$ cat config.mk
export PLATFORM = sky130hd
export DESIGN_NAME = irq_cmd_seq
export DESIGN_NICKNAME = d
export VERILOG_FILES = /design/src/rtl/irq_cmd_pkg.sv /design/src/rtl/irq_cmd_decode.sv /design/src/rtl/irq_init_fsm.sv /design/src/rtl/irq_cfg_regs.sv /design/src/rtl/irq_svc_reg.sv /design/src/rtl/irq_cmd_seq.sv
export SDC_FILE = /design/constraint.sdc
export NUM_CORES = 1
export LEC_CHECK = 0
export ABC_AREA = 1
export ABC_CLOCK_PERIOD_IN_PS = 3800
export BUFFER_PORTS_ARGS = -buffer_cell sky130_fd_sc_hd__buf_2
export CORE_AREA = 2 2 64 96
export CTS_CLUSTER_DIAMETER = 120
export DETAILED_ROUTE_END_ITERATION = 10
export DIE_AREA = 0 0 66 98
export PLACE_DENSITY = 0.82
export SYNTH_ARGS = -nofsm -noshare
export SYNTH_HDL_FRONTEND = slang
export SYNTH_HIERARCHICAL = 1
export SYNTH_SLANG_ARGS = --single-unit
$ cat constraint.sdc
create_clock -name clk -period 3.8 [get_ports clk]
set_input_delay 0.19 -clock clk [delete_from_list [all_inputs] [get_ports clk]]
set_output_delay 0.19 -clock clk [all_outputs]
set_load 0.01 [all_outputs]
$ cat src/rtl/irq_cmd_pkg.sv
package irq_cmd_pkg;

    localparam int NUM_LINES = 8;
    localparam int LINE_W    = $clog2(NUM_LINES);
    localparam int DATA_W    = 8;
    localparam int BASE_W    = DATA_W - LINE_W;
    localparam int CODE_W    = 3;
    localparam int HEAD_W    = DATA_W - LINE_W;

    typedef logic [NUM_LINES-1:0] line_vec_t;
    typedef logic [LINE_W-1:0]    line_t;
    typedef logic [DATA_W-1:0]    byte_t;
    typedef logic [BASE_W-1:0]    base_t;

    // returned by a poll read when nothing requests
    localparam line_t IDLE_LINE = line_t'(NUM_LINES - 1);

    typedef enum logic [3:0] {
        OP_NONE,
        OP_INIT,
        OP_CTRL,
        OP_RAEOI_CLR,
        OP_RAEOI_SET,
        OP_EOI_TOP,
        OP_EOI_TOP_ROT,
        OP_EOI_LINE,
        OP_SET_LOW,
        OP_EOI_LINE_ROT,
        OP_DATA
    } op_e;

    typedef enum logic [1:0] {
        STEP_RUN,
        STEP_BASE,
        STEP_SKIP,
        STEP_MODE
    } step_e;

    typedef struct packed {
        line_vec_t mask;
        base_t     vbase;
        logic      nested;
        logic      auto_eoi;
        logic      rot_aeoi;
        line_t     rot_off;
        logic      rsel;
        logic      smask;
        logic      poll;
    } cfg_t;

    function automatic line_vec_t line_bit(line_t l);
        return line_vec_t'(1) << l;
    endfunction

    function automatic line_t next_line(line_t l);
        return l + line_t'(1);
    endfunction

endpackage

$ cat src/rtl/irq_cmd_decode.sv
module irq_cmd_decode
    import irq_cmd_pkg::*;
(
    input  logic              wr_i,
    input  logic              addr_i,
    input  logic [HEAD_W-1:0] head_i,
    output op_e               op_o
);
    // head_i carries data bits 7:3; the command code is its top three bits
    logic [CODE_W-1:0] code;
    assign code = head_i[HEAD_W-1 -: CODE_W];

    always_comb begin
        op_o = OP_NONE;
        if (wr_i) begin
            if (addr_i) begin
                op_o = OP_DATA;
            end else if (head_i[1]) begin
                op_o = OP_INIT;
            end else if (head_i[0]) begin
                op_o = OP_CTRL;
            end else begin
                unique case (code)
                    3'd0:    op_o = OP_RAEOI_CLR;
                    3'd1:    op_o = OP_EOI_TOP;
                    3'd3:    op_o = OP_EOI_LINE;
                    3'd4:    op_o = OP_RAEOI_SET;
                    3'd5:    op_o = OP_EOI_TOP_ROT;
                    3'd6:    op_o = OP_SET_LOW;
                    3'd7:    op_o = OP_EOI_LINE_ROT;
                    default: op_o = OP_NONE;
                endcase
            end
        end
    end

endmodule

$ cat src/rtl/irq_init_fsm.sv
module irq_init_fsm
    import irq_cmd_pkg::*;
(
    input  logic  clk,
    input  logic  rst,
    input  op_e   op_i,
    input  logic  want4_i,
    output step_e step_o
);
    step_e step_q, step_d;
    logic  want4_q, want4_d;

    always_comb begin
        step_d  = step_q;
        want4_d = want4_q;
        if (op_i == OP_INIT) begin
            step_d  = STEP_BASE;
            want4_d = want4_i;
        end else if (op_i == OP_DATA) begin
            unique case (step_q)
                STEP_BASE: step_d = STEP_SKIP;
                STEP_SKIP: step_d = want4_q ? STEP_MODE : STEP_RUN;
                STEP_MODE: step_d = STEP_RUN;
                default:   step_d = STEP_RUN;
            endcase
        end
    end

    always_ff @(posedge clk) begin
        if (rst) begin
            step_q  <= STEP_RUN;
            want4_q <= 1'b0;
        end else begin
            step_q  <= step_d;
            want4_q <= want4_d;
        end
    end

    assign step_o = step_q;

endmodule

$ cat src/rtl/irq_cfg_regs.sv
module irq_cfg_regs
    import irq_cmd_pkg::*;
(
    input  logic  clk,
    input  logic  rst,
    input  op_e   op_i,
    input  byte_t wdata_i,
    input  step_e step_i,
    input  logic  rd_i,
    input  logic  top_valid_i,
    input  line_t top_line_i,
    output cfg_t  cfg_o
);
    cfg_t cur_q, nxt;

    always_comb begin
        nxt = cur_q;
        if (rd_i) nxt.poll = 1'b0;
        unique case (op_i)
            OP_INIT: begin
                nxt.mask    = '0;
                nxt.rot_off = '0;
                nxt.smask   = 1'b0;
                nxt.rsel    = 1'b0;
                if (!wdata_i[0]) begin
                    nxt.nested   = 1'b0;
                    nxt.auto_eoi = 1'b0;
                end
            end
            OP_CTRL: begin
                if (wdata_i[2]) nxt.poll  = 1'b1;
                if (wdata_i[1]) nxt.rsel  = wdata_i[0];
                if (wdata_i[6]) nxt.smask = wdata_i[5];
            end
            OP_RAEOI_CLR: nxt.rot_aeoi = 1'b0;
            OP_RAEOI_SET: nxt.rot_aeoi = 1'b1;
            OP_EOI_TOP_ROT: begin
                if (top_valid_i) nxt.rot_off = next_line(top_line_i);
            end
            OP_SET_LOW, OP_EOI_LINE_ROT: begin
                nxt.rot_off = next_line(wdata_i[LINE_W-1:0]);
            end
            OP_DATA: begin
                unique case (step_i)
                    STEP_RUN:  nxt.mask  = wdata_i;
                    STEP_BASE: nxt.vbase = wdata_i[DATA_W-1:LINE_W];
                    STEP_MODE: begin
                        nxt.nested   = wdata_i[4];
                        nxt.auto_eoi = wdata_i[1];
                    end
                    default: ;
                endcase
            end
            default: ;
        endcase
    end

    always_ff @(posedge clk) begin
        if (rst) cur_q <= '0;
        else     cur_q <= nxt;
    end

    assign cfg_o = cur_q;

endmodule

$ cat src/rtl/irq_svc_reg.sv
module irq_svc_reg
    import irq_cmd_pkg::*;
(
    input  logic      clk,
    input  logic      rst,
    input  op_e       op_i,
    input  line_t     sel_line_i,
    input  logic      top_valid_i,
    input  line_t     top_line_i,
    input  line_vec_t set_i,
    input  line_vec_t poll_clr_i,
    output line_vec_t svc_o
);
    line_vec_t svc_q, clr;

    always_comb begin
        clr = poll_clr_i;
        unique case (op_i)
            OP_EOI_TOP, OP_EOI_TOP_ROT: begin
                if (top_valid_i) clr = clr | line_bit(top_line_i);
            end
            OP_EOI_LINE, OP_EOI_LINE_ROT: clr = clr | line_bit(sel_line_i);
            default: ;
        endcase
    end

    // a clear in the same cycle as a set of the same bit wins
    always_ff @(posedge clk) begin
        if (rst) svc_q <= '0;
        else     svc_q <= (svc_q | set_i) & ~clr;
    end

    assign svc_o = svc_q;

endmodule

$ cat src/rtl/irq_cmd_seq.sv
module irq_cmd_seq
    import irq_cmd_pkg::*;
(
    input  logic        clk,
    input  logic        rst,
    input  logic        addr_i,
    input  logic        wr_i,
    input  logic        rd_i,
    input  logic [7:0]  wdata_i,
    input  logic [7:0]  pend_i,
    input  logic [7:0]  svc_set_i,
    input  logic        top_valid_i,
    input  logic [2:0]  top_line_i,
    input  logic        win_valid_i,
    input  logic [2:0]  win_line_i,
    output logic [7:0]  rdata_o,
    output logic [7:0]  pend_clr_o,
    output logic [7:0]  svc_o,
    output logic [7:0]  mask_o,
    output logic [4:0]  vbase_o,
    output logic        nested_o,
    output logic        auto_eoi_o,
    output logic        rot_aeoi_o,
    output logic [2:0]  rot_off_o,
    output logic        rsel_o,
    output logic        smask_o,
    output logic        poll_o
);
    op_e       op;
    step_e     step;
    cfg_t      cfg;
    line_vec_t svc;
    line_vec_t poll_clr;
    logic      poll_hit;

    irq_cmd_decode u_decode (
        .wr_i   (wr_i),
        .addr_i (addr_i),
        .head_i (wdata_i[DATA_W-1:LINE_W]),
        .op_o   (op)
    );

    irq_init_fsm u_init (
        .clk     (clk),
        .rst     (rst),
        .op_i    (op),
        .want4_i (wdata_i[0]),
        .step_o  (step)
    );

    irq_cfg_regs u_cfg (
        .clk         (clk),
        .rst         (rst),
        .op_i        (op),
        .wdata_i     (wdata_i),
        .step_i      (step),
        .rd_i        (rd_i),
        .top_valid_i (top_valid_i),
        .top_line_i  (top_line_i),
        .cfg_o       (cfg)
    );

    assign poll_hit = rd_i & cfg.poll;
    assign poll_clr = (poll_hit && win_valid_i) ? line_bit(win_line_i) : '0;

    irq_svc_reg u_svc (
        .clk         (clk),
        .rst         (rst),
        .op_i        (op),
        .sel_line_i  (wdata_i[LINE_W-1:0]),
        .top_valid_i (top_valid_i),
        .top_line_i  (top_line_i),
        .set_i       (svc_set_i),
        .poll_clr_i  (poll_clr),
        .svc_o       (svc)
    );

    always_comb begin
        if (poll_hit)
            rdata_o = win_valid_i ? byte_t'(win_line_i) : byte_t'(IDLE_LINE);
        else if (addr_i)
            rdata_o = cfg.mask;
        else if (cfg.rsel)
            rdata_o = svc;
        else
            rdata_o = pend_i;
    end

    assign pend_clr_o = poll_clr;
    assign svc_o      = svc;
    assign mask_o     = cfg.mask;
    assign vbase_o    = cfg.vbase;
    assign nested_o   = cfg.nested;
    assign auto_eoi_o = cfg.auto_eoi;
    assign rot_aeoi_o = cfg.rot_aeoi;
    assign rot_off_o  = cfg.rot_off;
    assign rsel_o     = cfg.rsel;
    assign smask_o    = cfg.smask;
    assign poll_o     = cfg.poll;

endmodule

==> impl_metrics.py <==
metrics = {
    "logic_synthesis": {
        "synthesis.instances": 434,
        "synth_simple_gate_area_frac": 0.473,
        "synth-main-ff-cell": "dfxtp_1",
        "synthesis.nets": 474,
        "synth.yosys.seq_area_share": 0.270,
        "synth_compound_area_frac": 0.111,
        "synth_edf_count": 0,
        "synth_largest_area_cell": "dfxtp_1",
        "muxShareOfSynthArea": 0,
        "synth_top_family_by_area": "simple AND/OR/NAND/NOR gates",
        "synth_cell_type_count": 29,
        "synth_top_cell_area_share": 0.270,
        "synth-xor-area-share": 0,
        "synthArstFlopShare": 0,
        "synthTopCellsByArea": "dfxtp_1 (27%), nand2_1 (19%), inv_1 (11%)",
        "ys_seq_elements": 33,
        "postSynthAreaPerCell_um2": 5.65,
        "ys_warn_count": 6,
        "synthAdderAreaFrac": 0.0153,
        "synth.cell_area_mm2": 0.00245,
        "yosys-top-cells-count": "nand2_1 (127), inv_1 (71), nor2_1 (65)",
        "yosysMostFrequentCell": "nand2_1",
    },
    "sta": {
        "fmax_mhz": 445,
        "period_minus_slack_ns": 2.24,
        "fin_skew_ns": 0.00286,
        "fin_tns_setup_ns": 0,
        "slew-limit-headroom": 0.442,
        "drv_slew": 0,
        "worst_pin_slew_ns": 0.836,
        "fin_crit_sh": 0.591,
        "rsz0062_at_grt": "false",
        "setup_viol": 0,
        "finalHoldViolCount": 0,
        "timing.hold.ws_ns": 0.189,
    },
    "job": {
        "maxCapViolations": 0,
    },
    "critical_path": {
        "worstSetupPathType": "in -> reg",
        "cp.arrival_ns": 2.41,
        "crit_path_end_kind": "flip-flop",
        "reg2reg_depth": 9,
        "cp_max_fo": 10,
        "required_ns": 3.97,
        "start_kind": "primary input",
    },
    "placement": {
        "gp_congestion": 0.913,
        "io_buffers": 82,
        "dp_hpwl_um": 5420,
    },
    "floorplan": {
        "rows": 34,
        "die_y_um": 98,
        "core_area_mm2": 0.00570,
        "die_w_um": 66,
        "start_util": 0.430,
        "design.portCount": 83,
        "dieArea_mm2": 0.00647,
    },
    "global_route": {
        "use_met3": 0.0334,
        "met1_usage": 0.237,
        "grt_util_met2": 0.386,
        "grt_pass1_vias": 2608,
        "gr-max-usage-layer": "met2",
        "grt_usage": 0.212,
        "antenna_found_initial": 0,
        "grt_overflow": 0,
        "grt_max_degree": 20,
        "grt_pass1_wl_um": 11100,
    },
    "final_layout": {
        "nFillCells": 604,
        "multi_input_area_mm2": 0.00147,
        "nets": 560,
        "syn2layout_area_growth_pct": 24.5,
        "regArea_um2": 661,
        "final_layout_size_suffix_gt1_frac": 0.230,
        "diodes": 0,
    },
    "hold_path": {
        "hold_path.class": "in -> reg",
        "hold_depth": 4,
    },
    "routing": {
        "ant_nets": 0,
        "first_pass_iters": 4,
        "routed_wl_um": 6920,
        "routed_via_density": 4.92,
        "drc": 0,
        "routedWlPerCell_um": 11.7,
        "drt_iter0_drc": 141,
        "dr_total_vias": 2919,
    },
    "clock_tree": {
        "cts.htree.levels": 2,
        "clock_sinks": 33,
        "cts_max_path_buffers": 2,
        "insertion_delay_ns": 0.29,
        "cts_buffers": 5,
        "postCtsSetupBuffers": 0,
        "clockRootBuffer": "clkbuf_8",
        "cts_resized": 0,
        "clk_pin_slew_worst_paths_ns": 0.08,
        "cts_tree": "done",
        "cts_hold_buffers": 0,
    },
    "power": {
        "p_leak_nw": 1.74,
        "vdd_ir_drop_max_mv": 0.194,
        "power.density_mw_per_mm2": 307,
    },
    "run_status": {
        "status": "finished, final reports clean",
    },
}
## layout make-up
type,instances,share of cell area
clock inverters,3,0.0152
flip-flops and latches,33,0.216
repair buffers,84,0.139
clock buffers,5,0.0226
inverters,78,0.0959
well taps,72,0.0295
multi-input cells,318,0.481
## worst max-delay path: stages
cell,delay [ns]
buf_2,0.15
nand2_1,0.09
inv_1,0.07
nand3_1,0.06
a21oi_1,0.65
nand3_1,0.37
nand2_1,0.16
o21a_1,0.15
inv_1,0.04
ha_1,0.18
inv_1,0.06
nand3_1,0.08
nand3_1,0.09
a21oi_1,0.06
## power by group
part           internal (mW)  switching (mW)  total (mW)
logic                 0.0775           0.133       0.211
registers              0.364          0.0157       0.379
clock network          0.196           0.150       0.346
## layout by cell type (no fill, tap or decap), drive strengths merged
| master | count |
|---|---|
| a21oi | 28 |
| o21ai | 21 |
| clkinvlp | 1 |
| inv | 77 |
| clkbuf | 5 |
| nand4 | 5 |
| dfxtp | 33 |
| ha | 3 |
| o21bai | 1 |
| o211ai | 1 |
| nor3 | 3 |
| bufinv | 1 |
| nand2 | 135 |
| clkinv | 2 |
| nand3 | 41 |
| o21a | 1 |
| nand3b | 2 |
| or2 | 1 |
| buf | 84 |
| nor4 | 1 |
| nor2 | 75 |
## routing by layer
layer,up-vias,part of all wire
met5,-,0
met4,0,0.023
met3,13,0.042
met2,83,0.51
met1,1305,0.43
li1,1518,-
## logic make-up after synthesis
| kind of cell | count (synthesis) |
|---|---|
| compound gates | 52 |
| fa+ha+maj | 3 |
| buf+inv | 83 |
| flops | 33 |
| simple gates | 263 |
## flip-flops by register name, summed over array words and instances (netlist names)
signal and count:
u_cfg/cfg_o 22, u_init/want4_q 1, u_svc/svc_o 8, u_init/step_o 2
## per-stage QoR
stage               utilization  setup slack [ns]  std cells  cell area [um2]  total power, mW
finish                    0.535              1.56        593             3050            0.936
global route              0.535              1.37        593             3050            0.983
CTS                       0.535              1.60        593             3050            0.942
detailed placement        0.515              1.31        585             2940            0.595
global placement          0.515              1.45        585             2940            0.592
floorplan                     -              1.61        434             2450            0.515
## final timing paths
| check | start | end | slack [ns] |
|---|---|---|---|
| worst min register to register | u_cfg/cfg_o[10] | u_cfg/cfg_o[10] | 0.45 |
| worst min-delay path | rd_i | u_cfg/cfg_o[0] | 0.19 |
| worst max-delay path | wdata_i[6] | u_cfg/cfg_o[5] | 1.56 |
| worst max register to register | u_cfg/cfg_o[0] | u_svc/svc_o[2] | 2.29 |
Power figures use the tool's default switching activity.
